**src/rtl/hb_deadtime_ctrl.sv**
```systemverilog
module hb_deadtime_ctrl #(
  parameter int DT_W    = 10,
  parameter int TEMP_W  = 8,
  parameter int DT_MIN  = 10,
  parameter int DT_MAX  = 500,
  parameter int TSD_ON  = 155,
  parameter int TSD_OFF = 125
) (
  input  logic              clk,
  input  logic              rst_n,
  input  logic              req_hi,
  input  logic              req_lo,
  input  logic              dis,
  input  logic              uv_in,
  input  logic              uv_out,
  input  logic [TEMP_W-1:0] temp_code,
  input  logic [DT_W-1:0]   dt_cnt,
  output logic              gate_hi,
  output logic              gate_lo,
  output logic [2:0]        fault_st
);
  localparam int CW = $clog2(DT_MAX + 1);
  localparam int NS = 5;

  logic [NS-1:0] raw, s1, s2;
  logic          tsd_q;
  logic          kill;
  logic [1:0]    gate;
  logic [CW-1:0] dt_eff;

  assign raw = {uv_out, uv_in, dis, req_lo, req_hi};

  always_ff @(posedge clk or negedge rst_n)
    if (!rst_n) begin
      s1 <= '0;
      s2 <= '0;
    end else begin
      s1 <= raw;
      s2 <= s1;
    end

  always_ff @(posedge clk or negedge rst_n)
    if (!rst_n)     tsd_q <= 1'b0;
    else if (tsd_q) tsd_q <= (temp_code >= TEMP_W'(TSD_OFF));
    else            tsd_q <= (temp_code >= TEMP_W'(TSD_ON));

  always_comb begin
    if (dt_cnt < DT_W'(DT_MIN))      dt_eff = CW'(DT_MIN);
    else if (dt_cnt > DT_W'(DT_MAX)) dt_eff = CW'(DT_MAX);
    else                             dt_eff = CW'(dt_cnt);
  end

  assign kill = s2[2] | s2[3] | s2[4] | tsd_q;

  for (genvar g = 0; g < 2; g++) begin : g_ch
    localparam int O = 1 - g;
    logic          on_q;
    logic [CW-1:0] cnt_q;
    logic          ok;

    assign ok      = s2[g] & ~s2[O] & ~kill;
    assign gate[g] = on_q;

    always_ff @(posedge clk or negedge rst_n)
      if (!rst_n) begin
        on_q  <= 1'b0;
        cnt_q <= '0;
      end else if (!ok) begin
        on_q  <= 1'b0;
        cnt_q <= '0;
      end else if (!on_q && !gate[O]) begin
        if (cnt_q + CW'(1) >= dt_eff) begin
          on_q  <= 1'b1;
          cnt_q <= '0;
        end else begin
          cnt_q <= cnt_q + CW'(1);
        end
      end
  end

  assign gate_hi  = gate[0];
  assign gate_lo  = gate[1];
  assign fault_st = {tsd_q, s2[3] | s2[4], s2[2]};
endmodule

```
**config.mk**
```make
export PLATFORM = sky130hd
export DESIGN_NAME = hb_deadtime_ctrl
export DESIGN_NICKNAME = d
export VERILOG_FILES = /design/src/rtl/hb_deadtime_ctrl.sv
export SDC_FILE = /design/constraint.sdc
export NUM_CORES = 1
export LEC_CHECK = 0
export BUFFER_PORTS_ARGS = -buffer_cell sky130_fd_sc_hd__buf_2
export CAP_MARGIN = 20
export CORE_MARGIN = 3
export CORE_UTILIZATION = 25
export CTS_CLUSTER_DIAMETER = 150
export DETAILED_ROUTE_END_ITERATION = 16
export SLEW_MARGIN = 10
export SYNTH_ARGS = -nofsm -noshare
export SYNTH_HDL_FRONTEND = slang
export SYNTH_SLANG_ARGS = --single-unit
```
**constraint.sdc**
```tcl
create_clock -name clk -period 3 [get_ports clk]
set_input_delay 0.6 -clock clk [delete_from_list [all_inputs] [get_ports clk]]
set_output_delay 0.6 -clock clk [all_outputs]
set_load 0.02 [all_outputs]
```
* After elaboration in Yosys (flattened, before gate mapping)
Cells that the tools add are included.
W data, S select, Z words.
** Storage, ports and cells
- Bits in registers :: 31
- Input port bits :: 25
- Output and inout port bits :: 5
- Logic and storage cells :: 50
** Operators by class
- Add/subtract/negate cells :: 2
- Order comparisons :: 6
- Eq/ne operators :: 4
- Mux-type cells :: 15
- Bitwise gates (word level) :: 11
- Reduce and logical (&&, ||, !) cells :: 5
** Operators by type and width (count)
- $mux W9 :: 8
- $add A9 B1 Y9 const B :: 2
- $ge A9 B9 Y1 :: 2
- $gt A10 B9 Y1 const B :: 1
- $lt A10 B4 Y1 const B :: 1
- $ge A8 B7 Y1 const B :: 1
- $ge A8 B8 Y1 const B :: 1
- $ne A2 B1 Y1 const B :: 4
- $mux W1 :: 7
- $and A1 B1 Y1 :: 4
- $or A1 B1 Y1 :: 4
- $reduce_and A2 Y1 :: 2
- $not A1 Y1 :: 3
- $logic_not A1 Y1 :: 2
- $logic_and A1 B1 Y1 :: 1

* Longest topological paths before layout
Gate-level depths: netlist (run 1).
- Depth in word-level cells :: 7
- Gate-level depth with buffers :: 11
- Mapped depth without buffers :: 11

* Least setup slack after synthesis (run 1)
Ideal clock, no wire load.
- Kind :: input to register
- From :: input port dt_cnt[8]
- To :: register g_ch[0].cnt_q[1]
- Library setup time :: 0.122 ns
- Arrival time :: 2.491 ns
- Required time :: 2.878 ns
- Setup slack :: 0.388 ns
- Cell stages on the path :: 10
- Buffers on the path :: 0
- Cell sequence :: nor4_2 > nand3_2 > and3_1 > ha_1 > nand2b_1 > a21o_1 > a21oi_1 > a211o_2 > and2_4 > a32o_1
** Between the ends
- Word-level cells in the longest chain between the ends :: 7
- Elaborated cells on any way between the ends :: 8
- Classes of those cells :: order compare (3); mux (5)
** RTL lines
- start, declared :: line 17 : input logic [DT_W-1:0] dt_cnt,
- $gt A10 B9 Y1 :: line 49 : else if (dt_cnt > DT_W'(DT_MAX)) dt_eff = CW'(DT_MAX);
- $mux W9 :: line 49
- $mux W9 (*) :: line 48 : if (dt_cnt < DT_W'(DT_MIN)) dt_eff = CW'(DT_MIN);
- $ge A9 B9 Y1 (*) :: line 72 : if (cnt_q + CW'(1) >= dt_eff) begin
- $mux W9 (*) :: line 72
- $mux W9 (*) :: line 71 : end else if (!on_q && !gate[O]) begin
- $mux W9 (*) :: line 68 : end else if (!ok) begin
- end signal, assigned :: line 76 : cnt_q <= cnt_q + CW'(1);
- end, declared :: line 58 : logic [CW-1:0] cnt_q;
Every way passes the cells marked *; elsewhere a longest branch is shown, timed or not. The select of a mux whose other input is x is not followed.
A chain may end at the register's enable or synchronous reset.

* Final worst setup path (run 1)
- From :: register g_ch[0].cnt_q[0]
- To :: register g_ch[0].cnt_q[4]
** Between the ends
- Word-level cells in the longest chain between the ends :: 5
** RTL lines (line)
- $add A9 B1 Y9 (*) :: 72, 76
- $ge A9 B9 Y1 :: 72
- $mux W9 (*) :: 72
- $mux W9 (*) :: 71
- $mux W9 (*) :: 68
Marks and branches as above.

==> run_results.csv, run 1 <==
group,metric,value,unit
status,status,"finished, final reports clean",
worst_setup_path,critPathMaxFanout,6,
cells_and_area,stdcell_count,332,
cts,cts_sinks,31,
cells_and_area,final_core_util,31.4,%
floorplanning,io_pins,30,
global_route,grt_use_total,10.3,%
cells_and_area,diodes,0,
floorplanning,die_area,0.00889,mm²
logic_synthesis,yosysTopAreaCell,"dfrtp_1",
cts,root_buffer,"clkbuf_8",
timing,worst_pin_slew,0.708,ns
cts,ctsHoldBuffers,0,
worst_setup_path,arrival,3.05,ns
run,maxCapViolCount,0,
cells_and_area,drive_above_1_share,24.9,%
timing,setup_slack,0.179,ns
logic_synthesis,syn-num-nets,239,
timing,period_needed,2.82,ns
timing,whs,0.350,ns
placement,place_area,0.00222,mm²
logic_synthesis,synth_area_leaders,"dfrtp_1, ha_1, nand2_1, nand3_1, nor2_1",
placement,io_buffer_count,29,
cts,cts_buffers,5,
timing,max_freq,354,MHz
min_path,hp-class,"primary input to async pin",
floorplanning,rows,31,
cts,cts_resized,0,
cts,htree_levels,2,
route,vias,1545,
pwr,vdd_ir_drop_max,0.196,mV
floorplanning,fp.dieH,94.3,µm
placement,dp.cells,324,
global_route,grt-ovfl-total,0,
timing,rsz0062_at_grt,"no",
cells_and_area,syn_to_final_growth,19.6,%
worst_setup_path,cpMostUsedCell,"ha_1",
timing,finalSetupViolCount,0,
timing,finalHoldViolCount,0,
logic_synthesis,yosysSeqAreaShare,39.8,%
route,viasPerCell,4.65,
cells_and_area,stdcell_area,0.00233,mm²
logic_synthesis,syn_avg_cell_area,9.94,µm²
timing,slew_headroom,52.8,%
logic_synthesis,async_reset_ff_share,100,%
placement,dp_hpwl,3280,µm
cts,clk_latency,0.29,ns
placement,gp_congestion,0.780,
floorplanning,start_util,26.3,%
floorplanning,die_w,94.3,µm
timing,setup_tns,0,ns
placement,pre_cts_ws,0.103,ns
timing,skew,0.00677,ns
timing,slew_violations,0,
worst_setup_path,crit_type,"register to register",
worst_setup_path,end_kind,"register",
worst_setup_path,critical_path_buf_inv_count,0,
worst_setup_path,crit_chain,"ha_1 -> nand3_1 -> xnor2_1 -> ha_1 -> and3_1 -> a221o_1 -> a21oi_2 -> o31a_4 -> and2_4 -> a32o_1",
cts,cts_tree,"yes",
cts,cts.clk_slew.worst_paths,0.07,ns
cts,cts_setup_buffers,0,
route,drt_iter0_drc,74,
worst_setup_path,slowest_stage,"dfrtp_1",
route,antenna_left,0,
pwr,power,0.922,mW
route,postRouteWirelength,4160,µm
timing,post-route-period-util,94.0,%
floorplanning,core,0.00741,mm²
route,drc,0,
worst_setup_path,cp-start-kind,"register",
cts,clk_path_buf_depth,2,
pwr,leakagePower,1.15,nW
pwr,powerDensity,396,mW/mm²
route,drt-pass1-iter-count,4,
logic_synthesis,ys_warn_count,0,
logic_synthesis,synth-seq-cells,31,
logic_synthesis,synth_edf_count,0,
global_route,grt_pass1_wl,7090,µm
logic_synthesis,synthCells,196,
logic_synthesis,synth.distinct_cells,45,
worst_setup_path,path_delay_family,"compound AO/OA/AOI/OAI gates",
cells_and_area,final_nets,275,
global_route,antenna_found_initial,0,
logic_synthesis,synth_top_area_share,39.8,%
logic_synthesis,ys.flop_type,"dfrtp_1",
global_route,grt_max_degree,32,
global_route,first_global_vias,1494,
cells_and_area,nFillCells,771,
worst_setup_path,slowest_delay,0.48,ns
route,routedWlPerCell,12.5,µm
worst_setup_path,worstPathRequired,3.22,ns
logic_synthesis,syn-cell-area,0.00195,mm²
-- state kept, by name, indices dropped and copies added, names as in the netlist --
| name | cells |
|---|---|
| g_ch.cnt_q | 18 |
| s2 | 5 |
| s1 | 5 |
| gate_lo | 1 |
| gate_hi | 1 |
| tsd_q | 1 |
-- placed cells by master (no fill, tap or decap), types with 3 or more instances in the layout --
cell / n
nand2_1: 18
nand2b_1: 7
a22o_1: 5
clkbuf_8: 5
or2_2: 3
ha_1: 18
buf_2: 29
inv_1: 5
and3_1: 4
a21oi_1: 11
a21o_1: 5
xnor2_1: 6
a32o_1: 4
nor2_1: 16
nand3_1: 12
o21ai_0: 5
nand4_1: 4
dfrtp_1: 31
xor2_1: 5
-- cell families after synthesis --
logic type / synth area share, %
adders and majority gates: 12.1
xor gates and xnor gates: 4.95
AOI/OAI and AO/OA: 19.9
DFF: 39.8
muxes: 0.514
and+or+nand+nor: 20.8
buffers and inverters: 1.93
-- final timing paths --
path | from | end | slack (ns) | cells past startpoint
worst max-delay path | g_ch[0].cnt_q[0] | g_ch[0].cnt_q[4] | 0.18 | 10
worst min-delay path | rst_n | g_ch[1].cnt_q[8] | 0.35 | 1
worst max register to register | g_ch[0].cnt_q[0] | g_ch[0].cnt_q[4] | 0.18 | 10
worst min register to register | s1[2] | s2[2] | 0.35 | 0
max in group asynchronous | rst_n | g_ch[1].cnt_q[0] | 2.18 | 1
min in group clk | s1[2] | s2[2] | 0.35 | 0
-- cells in the mapped netlist, types with 2 or more instances --
| library cell | number |
|---|---|
| and3_1 | 4 |
| nor4_2 | 2 |
| nand3b_1 | 2 |
| nand3_1 | 12 |
| a32o_1 | 4 |
| o21ai_1 | 2 |
| o211ai_2 | 2 |
| o211ai_1 | 2 |
| nand4_1 | 4 |
| dfrtp_1 | 31 |
| a21o_1 | 5 |
| nor3_1 | 2 |
| o21ai_0 | 5 |
| buf_4 | 2 |
| ha_1 | 18 |
| inv_1 | 5 |
| xor2_1 | 5 |
| xnor2_1 | 6 |
| nand2b_1 | 7 |
| a41oi_1 | 2 |
| or2_2 | 3 |
| nor2_1 | 16 |
| o21ai_2 | 2 |
| a22o_1 | 5 |
| nand2_1 | 18 |
| a21oi_1 | 11 |
-- report_power, final --
| group | internal (mW) | switching (mW) | total, mW | leakage [nW] |
|---|---|---|---|---|
| Sequential | 0.426 | 0.00446 | 0.430 | 0.408 |
| Clock | 0.247 | 0.174 | 0.421 | 0.0581 |
| Combinational | 0.0290 | 0.0419 | 0.0709 | 0.681 |
-- per-layer routing --
metal / up-vias / GRT usage [%] / share of wire (%)
li1: 798 / - / -
met1: 713 / 13.6 / 49
met2: 31 / 15.5 / 44
met3: 3 / 4.01 / 6.3
met4: 0 / 2.89 / 0.89
met5: - / 0 / 0
-- worst reg2reg max path, delay by kind of cell (launching register included) --
| family | cells | cell delay [ns] |
|---|---|---|
| AOI/OAI and AO/OA | 4 | 0.90 |
| xor gates and xnor gates | 1 | 0.23 |
| adders and majority gates | 2 | 0.59 |
| DFF | 1 | 0.48 |
| and+or+nand+nor | 3 | 0.56 |
-- area by class of cell --
type,instances,area (µm²),area share [%]
multi-input combinational,157,1130,48.7
sequential,31,776,33.3
timing repair buffer,31,160,6.87
tap,99,124,5.32
clock buffer,5,68.8,2.95
clock inverter,3,43.8,1.88
inverter,6,22.5,0.967
No activity file was read; power rests on OpenSTA's default activity.
==> inputs of run 2 (changes only) <==
- RECOVER_POWER: default -> 25
- SETUP_SLACK_MARGIN: default -> 0.4
==> run 2 against run 1 <==
  * The run now ends with capacitance limit, slew limit left
  * Combinational power is 7.1% higher
  * Total power decreased by 9.4%
  * Non-clock buffer count rose by 15
  * Final area is 8.1% higher
  * Setup slack improved by 0.25 ns
  * Critical path type unchanged
  * Highest routed layer unchanged
==> run_results.csv, run 2 (synthesis gave the netlist of run 1 again) <==
group,metric,value,unit
cts,cts_tree,"yes",
min_path,worstHoldPathCells,0,
cts,cts_buffers,5,
global_route,grt_max_degree,32,
route,drt-pass1-iter-count,4,
pwr,power_frac_clock,39.4,%
cells_and_area,final_common_cell,"dfrtp_1",
placement,io_buffer_count,29,
pwr,p_seq_share,51.5,%
worst_setup_path,reg2reg_depth,11,
timing,rsz0062_at_grt,"yes",
timing,slew_violations,32,
worst_setup_path,cp-start-kind,"register",
cts,clk_latency,0.28,ns
floorplanning,io_pins,30,
cts,clk_path_buf_depth,2,
placement,gp_congestion,0.817,
cts,cts_sinks,31,
route,vias,1614,
floorplanning,die_area,0.00889,mm²
worst_setup_path,critPathMaxFanout,5,
route,routedWlPerCell,12.6,µm
worst_setup_path,arrival,2.78,ns
cts,ctsHoldBuffers,0,
route,antenna_left,0,
pwr,vdd_ir_drop_max,0.167,mV
cts,htree_levels,2,
global_route,antenna_found_initial,0,
worst_setup_path,end_kind,"register",
cells_and_area,nFillCells,748,
pwr,power.internal,0.637,mW
route,drt_iter0_drc,45,
floorplanning,die_w,94.3,µm
timing,max_freq,389,MHz
cts,cts.clk_slew.worst_paths,0.06,ns
worst_setup_path,crit_type,"register to register",
min_path,hp-class,"register to register",
cells_and_area,drive_above_1_share,35.6,%
floorplanning,start_util,26.3,%
timing,finalHoldViolCount,0,
timing,slew_headroom,-10.5,%
floorplanning,rows,31,
timing,worst_pin_slew,1.66,ns
cells_and_area,syn_to_final_growth,29.2,%
cells_and_area,largest_reg_flops,18,
cells_and_area,register_area,777,µm²
placement,dp.cells,325,
global_route,grt-ovfl-total,0,
pwr,sw_frac_of_total,23.7,%
global_route,grt_use_total,10.4,%
route,drc,0,
cells_and_area,final_core_util,34.0,%
cells_and_area,multiInputGateArea,0.00123,mm²
cells_and_area,stdcell_count,346,
timing,setup_tns,0,ns
cells_and_area,regMostFlops,"g_ch.cnt_q",
status,status,"complete, but fails checks",
pwr,leakagePower,1.21,nW
cts,root_buffer,"clkbuf_8",
status,failed_checks,"capacitance limit, slew limit",
timing,skew,0.00357,ns
timing,post-route-period-util,85.8,%
route,viasPerCell,4.66,
pwr,switching_power,0.198,mW
cells_and_area,diodes,0,
worst_setup_path,worstPathRequired,3.21,ns
global_route,first_global_vias,1603,
cells_and_area,mostFrequentLayoutCells,"dfrtp_1, buf_2, nand2_1, buf_4, ha_1",
run,maxCapViolCount,1,
cells_and_area,final_nets,290,
timing,finalSetupViolCount,0,
timing,period_needed,2.57,ns
cells_and_area,top_regs,"g_ch.cnt_q: 18 flops, s1: 5 flops, s2: 5 flops",
global_route,grt_pass1_wl,7330,µm
floorplanning,core,0.00741,mm²
placement,dp_hpwl,3280,µm
route,postRouteWirelength,4370,µm
floorplanning,fp.dieH,94.3,µm
pwr,combPwrFrac,9.1,%
pwr,powerDensity,332,mW/mm²
==> run 2: cell types whose count changed in the layout (fill, tap and decap cells not counted), moves of 2 or more <==
cell | previous run | this run
buf_4 | 2 | 17
nand3_1 | 12 | 7
nand3_2 | 1 | 5
a21oi_1 | 11 | 9
and3_4 | 0 | 5
nor2_2 | 0 | 2
nor2_1 | 16 | 14
a21oi_2 | 1 | 3
ha_1 | 18 | 16
and3_1 | 4 | 0
==> run 2: area by class of cell <==
type,count,area share [%]
clock buffers,6,3.28
clock inverters,1,0.199
inverters,6,0.895
multi-input cells,157,49.1
flip-flops and latches,31,30.9
well taps,99,4.92
repair buffers,46,10.8
==> run 2: worst paths after layout <==
path                                   from               end  slack (ns)
setup / recovery           g_ch[0].cnt_q[2]  g_ch[0].cnt_q[4]        0.43
hold / removal                        s1[0]             s2[0]        0.35
setup reg to reg           g_ch[0].cnt_q[2]  g_ch[0].cnt_q[4]        0.43
hold reg to reg                       s1[0]             s2[0]        0.35
max in group asynchronous             rst_n  g_ch[1].cnt_q[0]        1.17
min in group asynchronous             rst_n  g_ch[0].cnt_q[0]        0.74
==> run 2: per-layer routing <==
layer  wire (µm)  part of all wire [%]  vias to the layer above  GRT usage [%]
met5           0                     0                        -              0
met4          18                  0.41                        0           2.53
met3         217                   5.0                        2           2.88
met2        2090                    48                       27           16.7
met1        2040                    47                      760           13.7
li1            -                     -                      825              -
==> run 2: metrics by stage <==
stage / worst slack (ns) / instance area, µm² / hold WS, ns / power (mW)
floorplan: 0.428 / 1950 / 0.304 / 0.473
global placement: 0.180 / 2220 / 0.334 / 0.509
detailed placement: 0.116 / 2220 / 0.335 / 0.510
CTS: 0.406 / 2390 / 0.349 / 0.841
global route: 0.287 / 2520 / 0.350 / 0.871
finish: 0.427 / 2520 / 0.348 / 0.835
==> run 2: power by group through the flow <==
stage | Sequential [mW] | Combinational [mW] | Clock [mW]
2_1_floorplan | 0.438 | 0.0352 | 0
3_5_place_dp | 0.438 | 0.0713 | 0
4_1_cts | 0.431 | 0.0727 | 0.338
3_3_place_gp | 0.438 | 0.0705 | 0
6_report | 0.431 | 0.0759 | 0.329
5_1_grt | 0.432 | 0.0863 | 0.353
==> run 2: critical path: stages (launching register included) <==
cell and delay (ns):
dfrtp_1 0.38, and3_4 0.19, and3_4 0.19, buf_4 0.13
xnor2_1 0.16, ha_1 0.25, and3_4 0.17, a221o_1 0.32
a21oi_2 0.20, o31a_4 0.19, and2_4 0.15, a32o_1 0.16
==> run 2: repair_timing <==
item,4_1_cts,5_1_grt
resized for setup,9,13
pin swaps,3,17
endpoints found under the setup margin,10,20
setup buffers,4,10
==> inputs of run 3 (changes only) <==
- CORE_UTILIZATION: 25 -> 36
==> run 3 against run 2 <==
  * Non-clock buffer count stayed put
  * Register-to-register slack about the same
  * Combinational power up 6.2%
  * Sequential share of layout area is 0.96 points lower
  * Die area decreased by 29%
  * Total power rose by 12%
  * The flow still finishes with violations (capacitance limit, slew limit)
  * Count of clock-buffer cells in the layout did not move
  * Critical path depth decreased by 1
==> run_results.csv, run 3 (synthesis gave the netlist of run 1 again) <==
group,metric,value,unit
floorplanning,start_util,37.7,%
worst_setup_path,worstSetupStartpoint,"g_ch[0].cnt_q[4]",
cts,cts_sinks,31,
cells_and_area,stdcell_count,318,
cts,htree_levels,2,
floorplanning,io_pins,30,
timing,worst_pin_slew,1.62,ns
route,viasPerCell,5.27,
placement,pre_cts_ws,0.119,ns
floorplanning,fp.dieH,79.6,µm
cts,root_buffer,"clkbuf_8",
min_path,hp-start,"s1[3]",
pwr,p_seq_share,46.0,%
floorplanning,die_w,79.6,µm
global_route,grt-ovfl-total,0,
timing,slew_violations,32,
route,drc,0,
timing,slew_headroom,-7.96,%
floorplanning,core,0.00517,mm²
cts,cts_buffers,5,
route,vias,1677,
status,failed_checks,"capacitance limit, slew limit",
cells_and_area,largest_reg_flops,18,
worst_setup_path,crit_type,"register to register",
route,drt_iter0_drc,82,
timing,rsz0062_at_grt,"yes",
placement,io_buffer_count,29,
cells_and_area,regMostFlops,"g_ch.cnt_q",
timing,period_needed,2.59,ns
cts,cts_tree,"yes",
cts,cts.clk_slew.worst_paths,0.06,ns
placement,dp_hpwl,3150,µm
global_route,first_global_vias,1546,
global_route,grt_max_degree,32,
global_route,grt_use_total,14.5,%
worst_setup_path,worstPathRequired,3.16,ns
worst_setup_path,r2r-start,"g_ch[0].cnt_q[4]",
timing,finalSetupViolCount,0,
cells_and_area,syn_to_final_growth,33.6,%
status,status,"complete, but fails checks",
timing,finalHoldViolCount,0,
pwr,combPwrFrac,8.6,%
route,drt-pass1-iter-count,5,
cells_and_area,final_nets,290,
timing,post-route-period-util,86.2,%
worst_setup_path,end_kind,"register",
placement,gp_congestion,0.766,
global_route,grt_pass1_wl,7130,µm
timing,whs,0.348,ns
timing,setup_slack,0.414,ns
cells_and_area,mostFrequentLayoutCells,"dfrtp_1, buf_2, nand2_1, buf_4, ha_1",
cells_and_area,final_common_cell,"dfrtp_1",
timing,max_freq,387,MHz
timing,setup_tns,0,ns
floorplanning,die_area,0.00633,mm²
cts,clk_latency,0.29,ns
pwr,switching_power,0.209,mW
cts,ctsHoldBuffers,0,
pwr,power_frac_clock,45.4,%
worst_setup_path,cp-start-kind,"register",
cells_and_area,top_regs,"g_ch.cnt_q: 18 flops, s1: 5 flops, s2: 5 flops",
pwr,power.internal,0.728,mW
pwr,vdd_ir_drop_max,0.231,mV
pwr,sw_frac_of_total,22.3,%
route,antenna_left,0,
cells_and_area,diodes,0,
placement,dp.cells,296,
route,postRouteWirelength,4420,µm
global_route,antenna_found_initial,0,
worst_setup_path,critPathMaxFanout,5,
timing,skew,0.00901,ns
cells_and_area,drive_above_1_share,39.5,%
pwr,leakagePower,1.23,nW
floorplanning,rows,26,
cts,clk_path_buf_depth,2,
route,routedWlPerCell,13.9,µm
worst_setup_path,arrival,2.75,ns
pwr,powerDensity,360,mW/mm²
min_path,hp-class,"register to register",
run,maxCapViolCount,1,
## run 3: worst max-delay path, cell delays in order, from the launching register on
cell and delay, ns:
dfrtp_1 0.35, and3_4 0.19, and3_4 0.23, nand3_4 0.09, xnor2_2 0.16, ha_1 0.31
and3_4 0.20, nand3_4 0.12, o31a_4 0.40, and2_4 0.18, a32o_1 0.25
## run 3: path summary, 6_finish.rpt
| path | end | slack, ns | cells after the start |
|---|---|---|---|
| min in group asynchronous | g_ch[0].cnt_q[0] | 0.71 | 1 |
| min | s2[3] | 0.35 | 0 |
| max in group asynchronous | g_ch[0].cnt_q[1] | 1.22 | 1 |
| max | g_ch[0].cnt_q[1] | 0.41 | 10 |
| min reg2reg | s2[3] | 0.35 | 0 |
| max reg2reg | g_ch[0].cnt_q[1] | 0.41 | 10 |
## run 3: repair_timing
item	CTS	global route
setup buffers	3	11
resized for setup	8	29
gates cloned	0	0
setup endpoints to repair	16	20
pin swaps	4	18
## run 3: stage by stage
step	utilization (%)	power (mW)	instance area (µm²)
6_report	50.3	0.937	2600
5_1_grt	50.3	0.983	2600
4_1_cts	45.8	0.938	2370
3_5_place_dp	42.3	0.510	2190
3_3_place_gp	42.3	0.509	2190
2_1_floorplan	-	0.473	1950
## run 3: layout make-up
cell class                 count  area [µm²]
sequential                    31         778
inverter                       6        22.5
multi-input combinational    157        1330
clock buffer                   6        82.6
fill                         466        2570
clock inverter                 2        35.0
timing repair buffer          46         272
tap                           70        87.6
## run 3: power by group through the flow
stage	combinational (mW)	clock, mW	sequential (mW)
floorplan	0.0352	0	0.438
global placement	0.0707	0	0.438
detailed placement	0.0715	0	0.438
CTS	0.0725	0.435	0.431
global route	0.0912	0.460	0.431
finish	0.0806	0.425	0.431
## run 3: metal layers
| metal | track usage, % | share of wire, % |
|---|---|---|
| met3 | 3.72 | 4.0 |
| met5 | 0 | 0 |
| met2 | 23.1 | 48 |
| met4 | 5.15 | 1.4 |
| met1 | 19.0 | 47 |
